<file path="config.mk">
export PLATFORM = sky130hd
export DESIGN_NAME = hop_pwm
export DESIGN_NICKNAME = d
export VERILOG_FILES = /design/src/rtl/hop_pwm_pkg.sv /design/src/rtl/hop_tbl.sv /design/src/rtl/hop_seq.sv /design/src/rtl/pwm_core.sv /design/src/rtl/hop_pwm.sv
export SDC_FILE = /design/constraint.sdc
export NUM_CORES = 1
export LEC_CHECK = 0
export BUFFER_PORTS_ARGS = -buffer_cell sky130_fd_sc_hd__buf_2
export CAP_MARGIN = 20
export CORE_AREA = 2 2 97 99
export CTS_BUF_LIST = sky130_fd_sc_hd__clkbuf_16
export CTS_CLUSTER_DIAMETER = 60
export DETAILED_ROUTE_END_ITERATION = 16
export DIE_AREA = 0 0 99 101
export PLACE_DENSITY = 0.51
export SLEW_MARGIN = 20
export SYNTH_ARGS = -nofsm -noshare
export SYNTH_HDL_FRONTEND = slang
export SYNTH_HIERARCHICAL = 1
export SYNTH_SLANG_ARGS = --single-unit
export TNS_END_PERCENT = 100
</file>
<file path="constraint.sdc">
create_clock -name clk_i -period 4.3 [get_ports clk_i]
set_clock_uncertainty 0.15 [all_clocks]
set_input_delay 0.645 -clock clk_i [delete_from_list [all_inputs] [get_ports clk_i]]
set_output_delay 0.645 -clock clk_i [all_outputs]
set_load 0.1 [all_outputs]
</file>
<file path="src/rtl/hop_pwm_pkg.sv">
package hop_pwm_pkg;
  localparam int unsigned CNT_W = 16;

  typedef logic [CNT_W-1:0] cnt_t;

  typedef struct packed {
    cnt_t period;
    cnt_t duty;
  } frame_cfg_t;
endpackage

</file>
<file path="src/rtl/hop_tbl.sv">
module hop_tbl import hop_pwm_pkg::*; #(
  parameter int unsigned N_ENT = 7,
  parameter int unsigned IDX_W = 3,
  parameter logic [N_ENT*CNT_W-1:0] PER_TBL  = '0,
  parameter logic [N_ENT*CNT_W-1:0] DUTY_TBL = '0
) (
  input  logic [IDX_W-1:0] idx_i,
  output frame_cfg_t       cfg_o
);
  frame_cfg_t rows [N_ENT];

  for (genvar g = 0; g < N_ENT; g++) begin : g_row
    assign rows[g] = '{period: PER_TBL[g*CNT_W +: CNT_W],
                       duty:   DUTY_TBL[g*CNT_W +: CNT_W]};
  end

  always_comb begin
    cfg_o = rows[0];
    for (int i = 0; i < N_ENT; i++) begin
      if (idx_i == IDX_W'(i)) cfg_o = rows[i];
    end
  end
endmodule

</file>
<file path="src/rtl/hop_seq.sv">
module hop_seq #(
  parameter int unsigned N_ENT = 7,
  parameter int unsigned IDX_W = 3
) (
  input  logic             clk_i,
  input  logic             rst_ni,
  input  logic             hop_i,
  input  logic             roll_i,
  output logic [IDX_W-1:0] idx_o,
  output logic             load_o
);
  localparam logic [IDX_W-1:0] LAST = IDX_W'(N_ENT - 1);

  logic [IDX_W-1:0] idx_q;
  logic             pend_q;

  // reload only at a roll, and only with a request already registered
  assign load_o = roll_i & pend_q;
  assign idx_o  = idx_q;

  always_ff @(posedge clk_i or negedge rst_ni) begin
    if (!rst_ni) begin
      idx_q  <= '0;
      pend_q <= 1'b0;
    end else begin
      if (hop_i) idx_q <= (idx_q == LAST) ? '0 : idx_q + 1'b1;
      if (hop_i)       pend_q <= 1'b1;
      else if (load_o) pend_q <= 1'b0;
    end
  end

  a_r4_idx_range: assert property (@(posedge clk_i) disable iff (!rst_ni)
    idx_q <= LAST);
  a_r5_idx_hold: assert property (@(posedge clk_i) disable iff (!rst_ni)
    !hop_i |=> $stable(idx_q));
  a_r6_pend_kept: assert property (@(posedge clk_i) disable iff (!rst_ni)
    hop_i |=> pend_q);
  a_r4_pend_clear: assert property (@(posedge clk_i) disable iff (!rst_ni)
    load_o && !hop_i |=> !pend_q);
endmodule

</file>
<file path="src/rtl/pwm_core.sv">
module pwm_core import hop_pwm_pkg::*; #(
  parameter frame_cfg_t CFG0 = '0
) (
  input  logic       clk_i,
  input  logic       rst_ni,
  input  logic       en_i,
  input  logic       load_i,
  input  frame_cfg_t nxt_cfg_i,
  output logic       roll_o,
  output logic       wrap_o,
  output logic       pwm_o
);
  cnt_t       cnt_q, cnt_d;
  frame_cfg_t cfg_q, cfg_d;
  logic       wrap_q, pwm_q, pwm_d;

  assign roll_o = en_i & (cnt_q == cfg_q.period);

  always_comb begin
    cnt_d = cnt_q;
    cfg_d = cfg_q;
    if (en_i)   cnt_d = roll_o ? '0 : cnt_q + 1'b1;
    if (load_i) cfg_d = nxt_cfg_i;
    pwm_d = (cnt_d < cfg_d.duty);
  end

  always_ff @(posedge clk_i or negedge rst_ni) begin
    if (!rst_ni) begin
      cnt_q  <= '0;
      cfg_q  <= CFG0;
      wrap_q <= 1'b0;
      pwm_q  <= (CFG0.duty != '0);
    end else begin
      cnt_q  <= cnt_d;
      cfg_q  <= cfg_d;
      wrap_q <= roll_o;
      pwm_q  <= pwm_d;
    end
  end

  assign wrap_o = wrap_q;
  assign pwm_o  = pwm_q;

  a_r9_cnt_in_frame: assert property (@(posedge clk_i) disable iff (!rst_ni)
    cnt_q <= cfg_q.period);
  a_r2_wrap_single: assert property (@(posedge clk_i) disable iff (!rst_ni)
    wrap_o && (cfg_q.period != '0) |=> !wrap_o);
  a_r5_cfg_at_wrap: assert property (@(posedge clk_i) disable iff (!rst_ni)
    !$stable(cfg_q) |-> wrap_o);
  a_r3_high_at_start: assert property (@(posedge clk_i) disable iff (!rst_ni)
    wrap_o && (cfg_q.duty != '0) |-> pwm_o);
  a_r8_freeze: assert property (@(posedge clk_i) disable iff (!rst_ni)
    !en_i |=> $stable(cnt_q) && $stable(pwm_q) && !wrap_o);
endmodule

</file>
<file path="src/rtl/hop_pwm.sv">
module hop_pwm import hop_pwm_pkg::*; #(
  parameter int unsigned N_ENT = 7,
  parameter logic [N_ENT*CNT_W-1:0] PER_TBL =
    {16'd126, 16'd127, 16'd128, 16'd129, 16'd130, 16'd131, 16'd132},
  parameter logic [N_ENT*CNT_W-1:0] DUTY_TBL =
    {16'd63, 16'd64, 16'd64, 16'd65, 16'd65, 16'd66, 16'd66}
) (
  input  logic clk_i,
  input  logic rst_ni,
  input  logic en_i,
  input  logic hop_i,
  output logic pwm_o,
  output logic wrap_o
);
  localparam int unsigned IDX_W = (N_ENT > 1) ? $clog2(N_ENT) : 1;
  localparam frame_cfg_t  CFG0  = '{period: PER_TBL[CNT_W-1:0],
                                    duty:   DUTY_TBL[CNT_W-1:0]};

  logic [IDX_W-1:0] idx;
  logic             roll, load;
  frame_cfg_t       nxt_cfg;

  hop_seq #(.N_ENT(N_ENT), .IDX_W(IDX_W)) u_seq (
    .clk_i  (clk_i),
    .rst_ni (rst_ni),
    .hop_i  (hop_i),
    .roll_i (roll),
    .idx_o  (idx),
    .load_o (load)
  );

  hop_tbl #(.N_ENT(N_ENT), .IDX_W(IDX_W),
            .PER_TBL(PER_TBL), .DUTY_TBL(DUTY_TBL)) u_tbl (
    .idx_i (idx),
    .cfg_o (nxt_cfg)
  );

  pwm_core #(.CFG0(CFG0)) u_core (
    .clk_i     (clk_i),
    .rst_ni    (rst_ni),
    .en_i      (en_i),
    .load_i    (load),
    .nxt_cfg_i (nxt_cfg),
    .roll_o    (roll),
    .wrap_o    (wrap_o),
    .pwm_o     (pwm_o)
  );
endmodule

</file>
# == Yosys cells after proc, flatten, opt, wreduce, memory -nomap -nowiden ==
# Cells that the tools add are included.
# op_classes
addsub,2
order_cmp,1
eq_ne,7
n_mux,12
bitwise_logic,2
n_reduce_logical,1
# ops
operator,count
$mux W19,4
$mux W16,3
$mux W24,2
$add A16 B1 Y16 const B,1
$eq A16 B8 Y1,1
$lt A16 B16 Y1,1
$eq A3 B3 Y1 const B,3
$eq A3 B2 Y1 const B,2
$add A3 B1 Y3 const B,1
$eq A3 B1 Y1 const B,1
$mux W3,1
$and A1 B1 Y1,2
$mux W1,2
$reduce_bool A2 Y1,1
# totals
register_bits,46
in_bits,4
out_inout_bits,2
elab_cells,32

# == Depth between registers and ports, before layout ==
# logic_depth
ltp_word,9
depth_mapped,16
mapped_depth_nobuf,12

# == Cells and area by module ==
# Netlist, hierarchy kept.
# by_module_without_submodules
module,n_inst,cells_each,area_each_um2,seq_area_each_um2
pwm_core,1,234,2625.0,1257.5
hop_tbl,1,36,251.5,0.0
hop_seq,1,17,180.2,100.1

# == Least setup slack after synthesis ==
# No wires, ideal clock.
# synth_path
path_kind,reg-to-reg
from,reg u_core.cnt_q[0]
to,"reg u_core.pwm_q, in the netlist u_core/pwm_o"
setup_time_ns,0.068
arrival_ns,3.439
required_ns,4.082
slack_ns,0.643
path_stages_with_launch,16
n_path_buf,3
period_less_slack_ns,3.657
path_cell_list,dfrtp_1 -> xor2_1 -> nor4_1 -> nand3_1 -> nor3_4 -> buf_6 -> and2_1 -> clkbuf_1 -> clkbuf_1 -> mux2i_1 -> ha_1 -> a21oi_1 -> o21ai_0 -> a221oi_1 -> o221ai_1 -> nor2_1
# synth_via
elab_chain_len,5
elab_cells_between_ends,8
cone_classes,1 x add/sub; 1 x order compare; 1 x eq/ne; 3 x mux; 2 x bitwise
# synth_rtl
item,line_no,source
from (decl),pwm_core.sv:13,"cnt_t cnt_q, cnt_d;"
from (signal assigned),pwm_core.sv:34,cnt_q <= cnt_d;
$eq A16 B8 Y1,pwm_core.sv:17,assign roll_o = en_i & (cnt_q == cfg_q.period);
$and A1 B1 Y1,pwm_core.sv:17,
named net roll,hop_pwm.sv:20,"logic roll, load;"
$and A1 B1 Y1,hop_seq.sv:18,assign load_o = roll_i & pend_q;
named net load,hop_pwm.sv:20,
$mux W16,pwm_core.sv:23,if (load_i) cfg_d = nxt_cfg_i;
$lt A16 B16 Y1,pwm_core.sv:24,pwm_d = (cnt_d < cfg_d.duty);
named net u_core.pwm_d,pwm_core.sv:15,"logic wrap_q, pwm_q, pwm_d;"
to (signal assigned),pwm_core.sv:32,pwm_q <= (CFG0.duty != '0);
to (signal assigned),pwm_core.sv:37,pwm_q <= pwm_d;
to (decl),pwm_core.sv:15,
# The timed path passes the listed nets, and every way through them passes these cells.
# A chain may end at the register's enable or synchronous reset.

# == Final worst setup path ==
# Same ends and word-level chain as after synthesis.

==> impl_metrics.tcl <==
set metrics [dict create \
    status "finished clean" \
    ys_types 48 \
    worstSkewPairLatency_ps 290 \
    r2r_start "u_core/cnt_q[0]" \
    async_flop_share 1.00 \
    totalWireLength_mm 5.51 \
    setup.worst_path.end_class "register" \
    powerDensity_nw_per_um2 610 \
    postCtsHoldBufs 0 \
    fillers 893 \
    grt_pass1_vias 1825 \
    reg2reg_depth 13 \
    r2r_slack_ps 810 \
    period_needed_ps 3490 \
    cts_setup_buffers 0 \
    final_cell_mix "dfrtp_1 (49), inv_1 (25), nor2_1 (22)" \
    die_h_um 101 \
    drt_iter0_drc 54 \
    clock-root-buffer "clkbuf_16" \
    critPathTopFamily "simple AND/OR/NAND/NOR gates" \
    final_common_cell "dfrtp_1" \
    io_buffers 5 \
    ys_seq_area_frac 0.444 \
    ys_seq_elements 54 \
    initial_utilization 0.340 \
    grt_use_total 0.122 \
    nNetsFinal 310 \
    fin_setup_tns_ps 0 \
    num_antenna_cells 0 \
    dr.pass1.iters 6 \
    p_leak_uw 0.00162 \
    crit_chain "xor2_1, nor4_1, nand3_1, nor3_4, and2_1, buf_4, mux2i_1, ha_1, a21oi_1, o21ai_0, a221oi_1, o221ai_1, nor2_1" \
    clockBufferDepth 2 \
    cts-buffers-inserted 5 \
    crit_slowest_cell "dfrtp_1" \
    holdWs_ps 149 \
    cp.depth 13 \
    cts-resized-gates 0 \
    layout-drive-gt1-share 0.162 \
    worst-path-max-fanout 15 \
    design_area_um2 3260 \
    viasPerCell 4.59 \
    num_vias 1840 \
    cp_data_arrival_time_ps 3560 \
    crit_required_ps 4370 \
    core_um2 8980 \
    rsz0062_at_grt "false" \
    hold_viol 0 \
    seq_area_um2 1360 \
    finalSetupViolCount 0 \
    htree_levels 2 \
    overflow 0 \
    crit_end "u_core/pwm_o" \
    rows 35 \
    syn_avg_cell_area_um2 10.7 \
    critPathLaunchType "register" \
    critical_path_class "reg -> reg" \
    slew_viol_final 0 \
    maxCapViolations 0 \
    ios 6 \
    die_width_um 99 \
    cts.sinks 54 \
    hold_class "in -> async" \
    synthFlopType "dfrtp_1" \
    synth_cells 287 \
    grt_pass1_wl_mm 9.36 \
    drc 0 \
    antenna_found_initial 0 \
    yosysWarnings 6 \
    place_congestion 0.845 \
    clk_pin_slew_worst_paths_ps 70 \
    cts_tree "yes" \
    area_growth_pct 6.75 \
    dieArea_um2 10000 \
    critPathMaxStageDelay_ps 470 \
    multi_input_area_um2 1460 \
    crit_buf_inv 1 \
    grt_max_degree 37 \
    peakVddDrop_mv 0.187 \
    max_freq_ghz 0.287 \
    drtAntennaViolNets 0 \
    avgRoutedWirePerCell_um 13.7 \
    synth_edf_count 0 \
    synth_area_um2 3060 \
    hpwl_mm 4.21 \
    fin_crit_sh 0.811 \
    crit_start "u_core/cnt_q[0]" \
    placed_cell_area_um2 3100 \
    r2r-end "u_core/pwm_o" \
]
==> per-stage QoR <==
| stage | cells | utilization | total power (uW) | setup WS [ps] |
|---|---|---|---|---|
| 3_5_place_dp | 393 | 0.345 | 1560 | 819 |
| 6_report | 401 | 0.363 | 1990 | 812 |
| 2_1_floorplan | 303 | - | 1410 | 643 |
| 3_3_place_gp | 393 | 0.345 | 1550 | 829 |
| 5_1_grt | 401 | 0.363 | 2160 | 471 |
| 4_1_cts | 401 | 0.363 | 2020 | 758 |
==> where the power goes <==
group          switching [uW]  internal, uW
Clock                     177           271
Sequential                143           678
Combinational             398           324
==> worst register-to-register path, cell delays in order, from the launching register on <==
cell      delay, ps
dfrtp_1         470
xor2_1          180
nor4_1          360
nand3_1         180
nor3_4          240
and2_1          150
buf_4           250
mux2i_1         280
ha_1            280
a21oi_1         150
o21ai_0         140
a221oi_1        310
o221ai_1        170
nor2_1          110
==> cell type report <==
type	count	share of cell area
Multi-Input combinational cell	195	0.447
Inverter	24	0.0276
Clock inverter	3	0.0115
Sequential cell	54	0.416
Timing Repair Buffer	9	0.0169
Clock buffer	5	0.0383
Tap cell	111	0.0426
==> flip-flops by register name (all words and copies together), names as in the netlist <==
signal / cells
u_core/cfg_q: 32
u_core/cnt_q: 16
u_core/pwm_o: 1
u_core/wrap_o: 1
u_seq/idx_o: 3
u_seq/pend_q: 1
==> cell families after synthesis <==
family | synth area share
other | 0.00123
adder cells (fa/ha/maj) | 0.0696
multiplexers | 0.111
AND/OR/NAND/NOR | 0.135
XOR/XNOR | 0.0946
AO/OA/AOI/OAI | 0.0454
flip-flops | 0.444
buffers and inverters | 0.0982
==> metal layers <==
metal	GRT usage	routed length [um]	vias to the layer above
li1	-	-	929
met3	0.0250	146	4
met2	0.190	2630	15
met5	0	0	-
met4	0.0527	90	0
met1	0.165	2640	892
==> worst min-delay path by stage <==
| stage | cells after the start | endpoint | slack [ps] | start |
|---|---|---|---|---|
| global placement | 1 | u_seq/pend_q | 300 | u_seq/pend_q |
| finish | 1 | u_seq/idx_o[0] | 150 | rst_ni |
| CTS | 1 | u_seq/idx_o[0] | 170 | rst_ni |
| floorplan | 0 | u_core/cfg_q[0] | 200 | rst_ni |
| global route | 1 | u_seq/idx_o[0] | 190 | rst_ni |
| detailed placement | 1 | u_seq/pend_q | 310 | u_seq/pend_q |
==> synth_stat cells, drive strengths merged, types with 3 or more instances <==
master	instances	area, um^2
a21oi	6	30.0
and2	4	25.0
buf	26	194
clkbuf	4	16.3
dfrtp	49	1230
dfstp	5	131
ha	17	213
inv	24	90.1
mux2	16	180
mux2i	16	160
nand2	14	52.6
nand3	7	35.0
nand4	7	50.1
nor2	24	95.1
nor3	3	26.3
nor4	4	31.3
o21ai	4	20.0
xnor2	13	114
xor2	20	175
(Power assumes the default switching activity.)
